[src/rtl/bt_pkg.sv]
// Package: shared types for the branch source trace queue.
// Assumes the stored address field is fixed at 28 bits and the read word at 32 bits.
package bt_pkg;
    localparam int TRACE_ADDR_W = 28;
    localparam int WORD_W       = 32;
    localparam int RSVD_W       = WORD_W - 1 - TRACE_ADDR_W;

    // One queue slot: valid flag plus stored address.
    typedef struct packed {
        logic                    vld;
        logic [TRACE_ADDR_W-1:0] addr;
    } bt_entry_t;

    // Per-slot update choice for one clock edge.
    typedef enum logic [1:0] {
        SLOT_HOLD = 2'd0,
        SLOT_PREV = 2'd1,
        SLOT_NEXT = 2'd2
    } slot_mode_e;
endpackage

[src/rtl/bt_enable_edge.sv]
// Module: bt_enable_edge
// Detects the first high cycle of the trace enable and gates branch capture.
// Assumes trace_en is synchronous to clk. Capture is suppressed in the rising cycle.
module bt_enable_edge (
    input  logic clk,
    input  logic rst_n,
    input  logic trace_en,
    input  logic br_valid,
    output logic en_rise,
    output logic push
);
    logic en_q;

    // Remember last cycle's enable to find its rising edge.
    always_ff @(posedge clk) begin
        if (!rst_n) en_q <= 1'b0;
        else        en_q <= trace_en;
    end

    // Rising edge and gated capture strobe.
    always_comb begin
        en_rise = trace_en & ~en_q;
        push    = br_valid & trace_en & ~en_rise;
    end

    // A rising edge cannot repeat in the following cycle.
    assert_single_rise_R7: assert property (@(posedge clk) disable iff (!rst_n)
        en_rise |=> !en_rise);

    // No capture while tracing is off.
    assert_no_push_disabled_R6: assert property (@(posedge clk) disable iff (!rst_n)
        !trace_en |-> !push);
endmodule

[src/rtl/bt_slot.sv]
// Module: bt_slot
// One queue slot. It takes its neighbour toward the front on a capture and its
// neighbour toward the back on a read. It holds when both happen, except the
// front slot, which takes the new address.
// Assumes the address bits need no reset; only the valid flag is reset.
module bt_slot
    import bt_pkg::*;
#(
    parameter bit IS_FRONT = 1'b0
) (
    input  logic      clk,
    input  logic      rst_n,
    input  logic      push,
    input  logic      pop,
    input  logic      clr,
    input  bt_entry_t from_prev,
    input  bt_entry_t from_next,
    output bt_entry_t q
);
    slot_mode_e mode;
    bt_entry_t  nxt;

    // Select where this slot's next content comes from.
    always_comb begin
        if (IS_FRONT) begin
            if (push)     mode = SLOT_PREV;
            else if (pop) mode = SLOT_NEXT;
            else          mode = SLOT_HOLD;
        end else begin
            if (push && pop) mode = SLOT_HOLD;
            else if (push)   mode = SLOT_PREV;
            else if (pop)    mode = SLOT_NEXT;
            else             mode = SLOT_HOLD;
        end
        case (mode)
            SLOT_PREV: nxt = from_prev;
            SLOT_NEXT: nxt = from_next;
            default:   nxt = q;
        endcase
    end

    // Address storage, deliberately without reset.
    always_ff @(posedge clk) begin
        q.addr <= nxt.addr;
    end

    // Valid flag with reset and enable clear.
    always_ff @(posedge clk) begin
        if (!rst_n)   q.vld <= 1'b0;
        else if (clr) q.vld <= 1'b0;
        else          q.vld <= nxt.vld;
    end

    // Clearing leaves the slot invalid.
    assert_clr_invalid_R7: assert property (@(posedge clk) disable iff (!rst_n)
        clr |=> !q.vld);
endmodule

[src/rtl/bt_read_port.sv]
// Module: bt_read_port
// Registers the newest entry as a 32-bit word on each read request.
// Assumes the word layout {valid, reserved zeros, address}.
module bt_read_port
    import bt_pkg::*;
(
    input  logic              clk,
    input  logic              rst_n,
    input  logic              rd_req,
    input  bt_entry_t         front,
    output logic [WORD_W-1:0] rd_data
);
    // Load the read word on a request, hold it otherwise.
    always_ff @(posedge clk) begin
        if (!rst_n)      rd_data <= '0;
        else if (rd_req) rd_data <= {front.vld, {RSVD_W{1'b0}}, front.addr};
    end

    // Reserved bits always read as zero.
    assert_rsvd_zero_R3: assert property (@(posedge clk) disable iff (!rst_n)
        rd_data[WORD_W-2:TRACE_ADDR_W] == '0);

    // Without a request the word holds.
    assert_hold_R10: assert property (@(posedge clk) disable iff (!rst_n)
        !rd_req |=> $stable(rd_data));
endmodule

[src/rtl/branch_trace_queue.sv]
// Module: branch_trace_queue (top)
// An eight-deep branch-source history with a clear-on-read word port.
// Assumes one branch event at most per cycle and a synchronous reset.
module branch_trace_queue
    import bt_pkg::*;
#(
    parameter int DEPTH = 8,
    parameter int PC_W  = 32
) (
    input  logic              clk,
    input  logic              rst_n,
    input  logic              trace_en,
    input  logic              br_valid,
    input  logic [PC_W-1:0]   br_pc,
    input  logic              rd_req,
    output logic [WORD_W-1:0] rd_data
);
    localparam int LAST = DEPTH - 1;

    logic            en_rise;
    logic            push;
    bt_entry_t       slot_q    [DEPTH];
    bt_entry_t       slot_prev [DEPTH];
    bt_entry_t       slot_next [DEPTH];
    logic [DEPTH-1:0] vld_vec;

    bt_enable_edge u_edge (
        .clk      (clk),
        .rst_n    (rst_n),
        .trace_en (trace_en),
        .br_valid (br_valid),
        .en_rise  (en_rise),
        .push     (push)
    );

    genvar gi;
    generate
        for (gi = 0; gi < DEPTH; gi++) begin : g_slot
            // Neighbour wiring: new address in front, invalid filler at the back.
            if (gi == 0) begin : g_front
                assign slot_prev[gi] = '{vld: 1'b1, addr: br_pc[TRACE_ADDR_W-1:0]};
            end else begin : g_mid
                assign slot_prev[gi] = slot_q[gi-1];
            end
            if (gi == LAST) begin : g_back
                assign slot_next[gi] = '{vld: 1'b0, addr: slot_q[gi].addr};
            end else begin : g_inner
                assign slot_next[gi] = slot_q[gi+1];
            end

            bt_slot #(.IS_FRONT(gi == 0)) u_slot (
                .clk       (clk),
                .rst_n     (rst_n),
                .push      (push),
                .pop       (rd_req),
                .clr       (en_rise),
                .from_prev (slot_prev[gi]),
                .from_next (slot_next[gi]),
                .q         (slot_q[gi])
            );

            assign vld_vec[gi] = slot_q[gi].vld;

            // Valid entries form a contiguous run from the front.
            if (gi > 0) begin : g_prefix
                assert_prefix_R4: assert property (@(posedge clk) disable iff (!rst_n)
                    vld_vec[gi] |-> vld_vec[gi-1]);
            end
        end
    endgenerate

    bt_read_port u_rd (
        .clk     (clk),
        .rst_n   (rst_n),
        .rd_req  (rd_req),
        .front   (slot_q[0]),
        .rd_data (rd_data)
    );

    // A capture leaves a valid newest entry holding the low address bits.
    assert_capture_R1: assert property (@(posedge clk) disable iff (!rst_n)
        push |=> (slot_q[0].vld && slot_q[0].addr == $past(br_pc[TRACE_ADDR_W-1:0])));

    // The enable's rising edge empties the queue.
    assert_enable_clear_R7: assert property (@(posedge clk) disable iff (!rst_n)
        en_rise |=> (vld_vec == '0));

    // A read without a capture vacates the back slot.
    assert_back_vacated_R4: assert property (@(posedge clk) disable iff (!rst_n)
        (rd_req && !push) |=> !vld_vec[LAST]);

    // The read word reflects the newest flag from before the edge.
    assert_read_flag_R3: assert property (@(posedge clk) disable iff (!rst_n)
        rd_req |=> (rd_data[WORD_W-1] == $past(vld_vec[0])));
endmodule

[config.mk]
export PLATFORM = sky130hd
export DESIGN_NAME = branch_trace_queue
export DESIGN_NICKNAME = d
export VERILOG_FILES = /design/src/rtl/bt_pkg.sv /design/src/rtl/bt_enable_edge.sv /design/src/rtl/bt_slot.sv /design/src/rtl/bt_read_port.sv /design/src/rtl/branch_trace_queue.sv
export SDC_FILE = /design/constraint.sdc
export NUM_CORES = 1
export LEC_CHECK = 0
export ABC_AREA = 1
export BUFFER_PORTS_ARGS = -buffer_cell sky130_fd_sc_hd__buf_2
export CAP_MARGIN = 20
export CELL_PAD_IN_SITES_DETAIL_PLACEMENT = 0
export CELL_PAD_IN_SITES_GLOBAL_PLACEMENT = 1
export CORE_AREA = 10 10 155 157
export CTS_BUF_LIST = sky130_fd_sc_hd__clkbuf_4 sky130_fd_sc_hd__clkbuf_8
export DETAILED_ROUTE_END_ITERATION = 10
export DIE_AREA = 0 0 165 167
export PLACE_DENSITY_LB_ADDON = 0.1
export SYNTH_ARGS = -nofsm -noshare
export SYNTH_HDL_FRONTEND = slang
export SYNTH_SLANG_ARGS = --single-unit
[constraint.sdc]
create_clock -name clk -period 11.19 [get_ports clk]
set_input_delay 0.5595 -clock clk [delete_from_list [all_inputs] [get_ports clk]]
set_output_delay 0.5595 -clock clk [all_outputs]
set_load 0.03 [all_outputs]
# After elaboration in Yosys (flattened, before gate mapping)

Index checks and enable logic that the tools add are counted.

Output and inout port bits: 32
Word-level logic and storage cells: 45
Register bits after elaboration: 262
Input port bits: 37

Bitwise logic cells: 7
Eq/ne operators: 4
Reduce and logical (&&, ||, !) cells: 5
Mux-type cells: 11

Operators by type and width:

| kind                 | number |
|---|---|
| $pmux W29 S2         | 8 |
| $mux W2              | 3 |
| $eq A2 B1 Y1 const B | 2 |
| $eq A2 B2 Y1 const B | 2 |
| $not A1 Y1           | 4 |
| $reduce_bool A2 Y1   | 2 |
| $and A1 B1 Y1        | 3 |
| $reduce_and A2 Y1    | 1 |
| $reduce_or A2 Y1     | 1 |
| $logic_and A1 B1 Y1  | 1 |

# Logic depth before layout (Yosys ltp)

Gate-level depths: netlist (run 1).

Depth after elaboration: 9
Depth in mapped cells: 10
Depth with buffers taken out: 7

# By module

A second synthesis (run 1) with hierarchy kept.

Cell total of the unflattened synthesis: 1261
Area total of the unflattened synthesis: 12268.0 µm²

Modules (own cells, without submodules):

| module                         | times used | seq. area each (µm²) | cells each | area each (µm²) |
|---|---|---|---|---|
| bt_slot (g_slot[1].u_slot ...) | 7          | 860.8                | 133        | 1382.6 |
| bt_slot (g_slot[0].u_slot)     | 1          | 860.8                | 133        | 1331.3 |
| bt_read_port                   | 1          | 580.6                | 187        | 1204.9 |
| bt_enable_edge                 | 1          | 20.0                 | 8          | 46.3 |
| branch_trace_queue             | 1          | 0.0                  | 2          | 7.5 |

# Least setup slack after synthesis (run 1)

OpenSTA, ideal clock, no wires.

Kind: input to register
From: input port rd_req
To: register g_slot[1].u_slot.q[28] in the netlist's numbering
Arrival time: 5.420 ns
Cell stages on the path: 8
Library setup time: 0.064 ns
Data required time: 11.126 ns
Setup slack: 5.706 ns
Buffers on the path: 2
Path through: inv_1 -> clkbuf_1 -> ha_1 -> buf_2 -> inv_1 -> nand2_1 -> nand3_1 -> nor2_1

Cells in the longest elaborated chain, start to end: 5
Elaborated cells on any way between the ends: 8
Those cells by class: eq/ne: 2; mux: 4; reduce/logical: 2

RTL lines:

| what                                               | RTL line                 | text |
|---|---|---|
| start: declaration                                 | branch_trace_queue.sv:15 | `input logic rd_req,` |
| $mux W2                                            | bt_slot.sv:32            | `else if (pop) mode = SLOT_NEXT;` |
| $mux W2                                            | bt_slot.sv:31            | `else if (push) mode = SLOT_PREV;` |
| $mux W2 (*)                                        | bt_slot.sv:30            | `if (push && pop) mode = SLOT_HOLD;` |
| $eq A2 B2 Y1 or $eq A2 B1 Y1 (tied branches)       | bt_slot.sv:35            | `case (mode)` |
| $pmux W29 S2 or $reduce_bool A2 Y1 (tied branches) | -                        |  |
| end: declaration                                   | bt_slot.sv:18            | `output bt_entry_t q` |

Every way passes the cells marked *; elsewhere a longest branch is shown, timed or not.
A chain may end at the register's enable or synchronous reset.

==> results.cfg, run 1 <==
[sta]
setup_slack_ns = 7.93
tightest_slew_ns = 1.01
min_period_over_period_pct = 29.1
slew-limit-headroom_pct = 32.4
finClkSkew_ns = 0.0183
drv_slew = 0
clock.fmax_ghz = 0.307
rsz0062_at_grt = false
period_minus_slack_ns = 3.26
finalSetupViolCount = 0
hold_viol = 0
fin_tns_setup_ns = 0

[cts]
insertion_delay_ns = 0.54
cts_buffer_depth = 3
root_buffer = clkbuf_8
postCtsSetupBuffers = 0
cts_resized = 0
htreeDepth = 2
clkSlewWorstSetupHoldPaths_ns = 0.06
cts.sinks = 262
numCtsBuffers = 44
cts_hold_buffers = 0
cts_tree = yes

[pwr]
p_leak_nw = 5.46
vdd_drop_max_mv = 0.108
p_total_mw = 2.23
p_per_area_mw_per_mm2 = 184

[die]
start_util_pct = 52.5
rows = 53
dieWidth_um = 165
die_area_sq_mm = 0.0276
die-height_um = 167
boundaryPins = 69
design.core.area_sq_mm = 0.0208

[worst_setup_path]
slowest_stage = buf_4
reg2regPathDepth = 5
cp.arrival_ns = 3.49
worst-path-max-fanout = 125
cp-start-kind = flip-flop
crit_family = buffers and inverters
rr_startpoint = u_edge.en_q
crit_type = flip-flop to flip-flop
required_ns = 11.42
end_kind = flip-flop
cp_cell_sequence = nand3_1, ha_4, inv_6, buf_4, o21ai_0
rrSetupSlack_ns = 7.93
critPathMaxStageDelay_ns = 0.87
r2r_end = g_slot[5].u_slot.q[22]
crit_buf_inv = 2

[grt]
grt_pass1_vias = 6690
grt_start_max_net_pins = 126
grt.overflow.total = 0
antenna_found_initial = 0
track_usage_pct = 15.3
grt_pass1_wl_um = 34900

[min_path]
hold_path_depth = 3
min_to = u_edge.en_q
hp-start = trace_en
hold_class = input port to flip-flop

[logic_synthesis]
ys_seq_area_share_pct = 68.5
synthCells = 1104
synthArstFlopShare_pct = 0
yosys_warnings = 0
synth_common_cells = nand2_1, edfxtp_1, nor2_1
synth_most_common_cell = nand2_1
synthTopCellsByArea = edfxtp_1, nand2_1, dfxtp_1
synth_area_sq_mm = 0.0109
synth_cell_types = 18
synth_edf_count = 224
syn_avg_cell_area_sq_um = 9.90
synth_flop_cell = edfxtp_1
synth_top_area_share_pct = 61.6
yosysTopAreaCell = edfxtp_1
synth-seq-cells = 262

[status]
status = completed

[placed_design]
dp_slack_ns = 7.55
dp_cells = 1388
routabilityCongestion = 0.736
dpl.hpwl_um = 12400
port_buffers = 61

[route]
drc = 0
totalWireLength_um = 21400
vias = 7080
vias_per_cell = 4.83
wl_per_cell_um = 14.6
drt_pass1_iterations = 8
postRouteAntennaNets = 0
first_iter_violations = 929

[layout]
drive_above_1_share_pct = 12.2
final_cells = 1465
nets = 1200
syn2layout_area_growth_pct = 11.0
utilization_pct = 58.3
diodes = 0
fillerInstances = 1866

[flow_run]
drv_cap = 0
## cell type report
| class | instances | area (sq um) | area share, % |
|---|---|---|---|
| Sequential cell | 262 | 7490 | 61.7 |
| Multi-Input combinational cell | 734 | 2900 | 23.9 |
| Clock buffer | 69 | 812 | 6.69 |
| Timing Repair Buffer | 68 | 358 | 2.95 |
| Tap cell | 275 | 344 | 2.84 |
| Inverter | 49 | 189 | 1.56 |
| Clock inverter | 8 | 35.0 | 0.289 |
## where the power goes
part           internal [mW]  leakage [nW]  total, mW  switching [mW]
Combinational         0.0576          2.47      0.194           0.136
Sequential              1.17          2.53       1.21          0.0432
Clock                  0.458         0.461      0.818           0.360
Total                   1.69          5.46       2.23           0.539
## flip-flops by register name, indices dropped and copies added (netlist names)
register and cells:
g_slot.u_slot.q 232, u_rd.rd_data 29, u_edge.en_q 1
## worst min-delay path, delay by kind of cell
kind | cells | cell delay, ns
buffers and inverters | 2 | 0.14
AND/OR/NAND/NOR | 1 | 0.05
## cells by family (layout without fill, tap and decap cells)
kind of cell               after synthesis  count (layout)  synth area share, %
buffers and inverters                  110             194                 5.22
other                                    1               3               0.0343
AOI/OAI and AO/OA                       59              59                 2.70
DFF                                    262             262                 68.5
adders and majority gates                4               4                0.458
and+or+nand+nor                        668             668                 23.1
## per-layer routing
layer | part of all wire, % | vias up | routed length, um | GRT usage (%)
met3 | 7.0 | 27 | 1490 | 3.33
met2 | 38 | 198 | 8170 | 18.8
met1 | 54 | 3213 | 11400 | 25.6
li1 | - | 3642 | - | -
met4 | 1.3 | 0 | 288 | 4.35
met5 | 0 | - | 0 | 0
## worst max path at each step
| stage | from | endpoint | slack (ns) | cells past startpoint |
|---|---|---|---|---|
| 4_1_cts | u_edge.en_q | g_slot[5].u_slot.q[24] | 7.92 | 5 |
| 6_report | u_edge.en_q | g_slot[5].u_slot.q[22] | 7.93 | 5 |
| 5_1_grt | u_edge.en_q | g_slot[5].u_slot.q[26] | 7.62 | 5 |
| 2_1_floorplan | rd_req | g_slot[1].u_slot.q[28] | 5.71 | 8 |
| 3_5_place_dp | rd_req | g_slot[7].u_slot.q[11] | 7.55 | 5 |
| 3_3_place_gp | rd_req | g_slot[7].u_slot.q[2] | 7.56 | 5 |
## layout by cell type (no fill, tap or decap), drive strengths merged
cell / instances
buf: 68
nand2: 561
o21ai: 57
clkbuf: 69
nor3: 1
clkinv: 8
nor2: 97
a21oi: 2
conb: 3
edfxtp: 224
ha: 4
nand3: 9
dfxtp: 38
inv: 49
## metrics by stage
| step | cell area [sq um] | hold WS [ns] |
|---|---|---|
| 6_report | 12100 | 0.238 |
| 2_1_floorplan | 10900 | 0.442 |
| 5_1_grt | 12100 | 0.248 |
| 4_1_cts | 12100 | 0.215 |
| 3_5_place_dp | 11300 | 0.460 |
| 3_3_place_gp | 11300 | 0.451 |
No activity file was read; power rests on OpenSTA's default activity.
==> run 2: changes to the inputs <==
--- a/config.mk
+++ b/config.mk
@@ -10,10 +10,10 @@
 export CAP_MARGIN = 20
 export CELL_PAD_IN_SITES_DETAIL_PLACEMENT = 0
 export CELL_PAD_IN_SITES_GLOBAL_PLACEMENT = 1
-export CORE_AREA = 10 10 155 157
+export CORE_AREA = 10 10 167 169
 export CTS_BUF_LIST = sky130_fd_sc_hd__clkbuf_4 sky130_fd_sc_hd__clkbuf_8
 export DETAILED_ROUTE_END_ITERATION = 10
-export DIE_AREA = 0 0 165 167
+export DIE_AREA = 0 0 177 179
 export PLACE_DENSITY_LB_ADDON = 0.1
 export SYNTH_ARGS = -nofsm -noshare
 export SYNTH_HDL_FRONTEND = slang
==> constraint.sdc (replaced) <==
create_clock -name clk -period 2.64 [get_ports clk]
set_input_delay 0.132 -clock clk [delete_from_list [all_inputs] [get_ports clk]]
set_output_delay 0.132 -clock clk [all_outputs]
set_load 0.03 [all_outputs]
==> run 2 against run 1 <==
Compared with the run above: sequential power rose to 4.3 times the previous value; total power rose to 4.3 times the previous value; register-to-register slack got worse by 7.2 ns; highest routed layer unchanged; critical path type unchanged.
==> results.cfg, run 2 (synthesis results as in run 1) <==
[status]
status = completed

[layout]
layout_common_cells = nand2_1, edfxtp_1, nor2_1
final_common_cell = nand2_1
largestRegisters = g_slot.u_slot.q (232), u_rd.rd_data (29), u_edge.en_q (1)
largest_reg_flops = 232
largest_register = g_slot.u_slot.q
nets = 1241
syn2layout_area_growth_pct = 15.8
utilization_pct = 51.1
drive_above_1_share_pct = 12.4
diodes = 0
postLayoutCellArea_sq_mm = 0.0126

[worst_setup_path]
crit_buf_inv = 2
reg2regPathDepth = 5
required_ns = 2.92
rrSetupSlack_ns = 0.69
cp-start-kind = flip-flop
cp.arrival_ns = 2.23
crit_type = flip-flop to flip-flop
cp_cell_sequence = nand3_1, ha_4, inv_6, buf_4, o21ai_0
critPathMaxStageDelay_ns = 0.33
end_kind = flip-flop
worst-path-max-fanout = 56
rr_startpoint = u_edge.en_q
r2r_end = g_slot[5].u_slot.q[25]
crit_family = buffers and inverters
slowest_stage = dfxtp_1

[die]
dieWidth_um = 177
rows = 58
boundaryPins = 69
design.core.area_sq_mm = 0.0247
die-height_um = 179
die_area_sq_mm = 0.0317
start_util_pct = 44.2

[sta]
min_period_over_period_pct = 74.0
finClkSkew_ns = 0.0184
hold_viol = 0
clock.fmax_ghz = 0.512
drv_slew = 0
period_minus_slack_ns = 1.95
tightest_slew_ns = 0.634
fin_tns_setup_ns = 0
finalSetupViolCount = 0
slew-limit-headroom_pct = 57.7
rsz0062_at_grt = false

[placed_design]
dpl.hpwl_um = 13200
port_buffers = 61
routabilityCongestion = 0.722
placedInstanceArea_sq_mm = 0.0115

[min_path]
hp-start = rst_n
min_to = u_edge.en_q
hold_class = input port to flip-flop
hold_path_depth = 3

[route]
postRouteAntennaNets = 0
wl_per_cell_um = 14.4
vias_per_cell = 4.62
drc = 0
wl_met2_um = 8530
first_iter_violations = 547
totalWireLength_um = 22400
dr_wl_met3_um = 1360
wirelength_met1_um = 12100
vias = 7201
routed.top_layer = met4
drt_pass1_iterations = 5

[cts]
postCtsSetupBuffers = 0
insertion_delay_ns = 0.54
cts_tree = yes
numCtsBuffers = 46
cts_buffer_depth = 3
cts.sinks = 262
htreeDepth = 2
root_buffer = clkbuf_8
clkSlewWorstSetupHoldPaths_ns = 0.06

[pwr]
p_per_area_mw_per_mm2 = 751
p_total_mw = 9.50
vdd_drop_max_mv = 0.359
p_leak_nw = 5.66

[grt]
grt_pass1_wl_um = 36400
grt_pass1_vias = 6760
grt_start_max_net_pins = 139
antenna_found_initial = 0
grt.overflow.total = 0
track_usage_pct = 14.0

[flow_run]
drv_cap = 0
## run 2: cell type report
| class | instances | area, sq um |
|---|---|---|
| Fill cell | 2361 | 12100 |
| Sequential cell | 262 | 7490 |
| Multi-Input combinational cell | 734 | 2900 |
| Timing Repair Buffer | 107 | 813 |
| Clock buffer | 65 | 788 |
| Tap cell | 330 | 413 |
| Inverter | 49 | 189 |
| Clock inverter | 12 | 57.6 |
## run 2: what timing repair did
action / 4_1_cts / 5_1_grt
resized for setup: 0 / 0
endpoints found under the hold margin: 30 / 0
hold buffers: 30 / 0
## run 2: where the power goes
group	switching, mW	internal (mW)	total [mW]
Combinational	0.590	0.298	0.888
Clock	1.56	1.91	3.46
Sequential	0.187	4.96	5.15
## run 2: metrics by stage
stage                     worst slack, ns  std cells  hold WS [ns]
after floorplan                    0.0344       1106         0.225
after global placement              0.678       1452         0.342
after detailed placement            0.676       1452         0.347
after CTS                           0.684       1559        0.0914
after global routing                0.531       1559         0.164
final                               0.686       1559         0.128
## run 2: tightest hold or removal path, cell delays in order
cell and delay [ns]:
buf_2 0.30, nand2_1 0.14, inv_1 0.03
## run 2: worst max path at each step
stage / slack, ns / end / from / cells after the start
floorplan: 0.03 / g_slot[1].u_slot.q[28] / u_edge.en_q / 7
global placement: 0.68 / g_slot[5].u_slot.q[23] / rd_req / 4
detailed placement: 0.68 / g_slot[5].u_slot.q[23] / rd_req / 4
CTS: 0.68 / g_slot[5].u_slot.q[21] / u_edge.en_q / 5
global route: 0.53 / g_slot[1].u_slot.q[28] / u_edge.en_q / 8
finish: 0.69 / g_slot[5].u_slot.q[25] / u_edge.en_q / 5
## run 2: layer usage
| metal | GRT usage (%) | vias up |
|---|---|---|
| met1 | 22.4 | 3286 |
| met2 | 17.7 | 151 |
| li1 | - | 3729 |
| met3 | 3.50 | 35 |
| met4 | 3.99 | 0 |
| met5 | 0 | - |
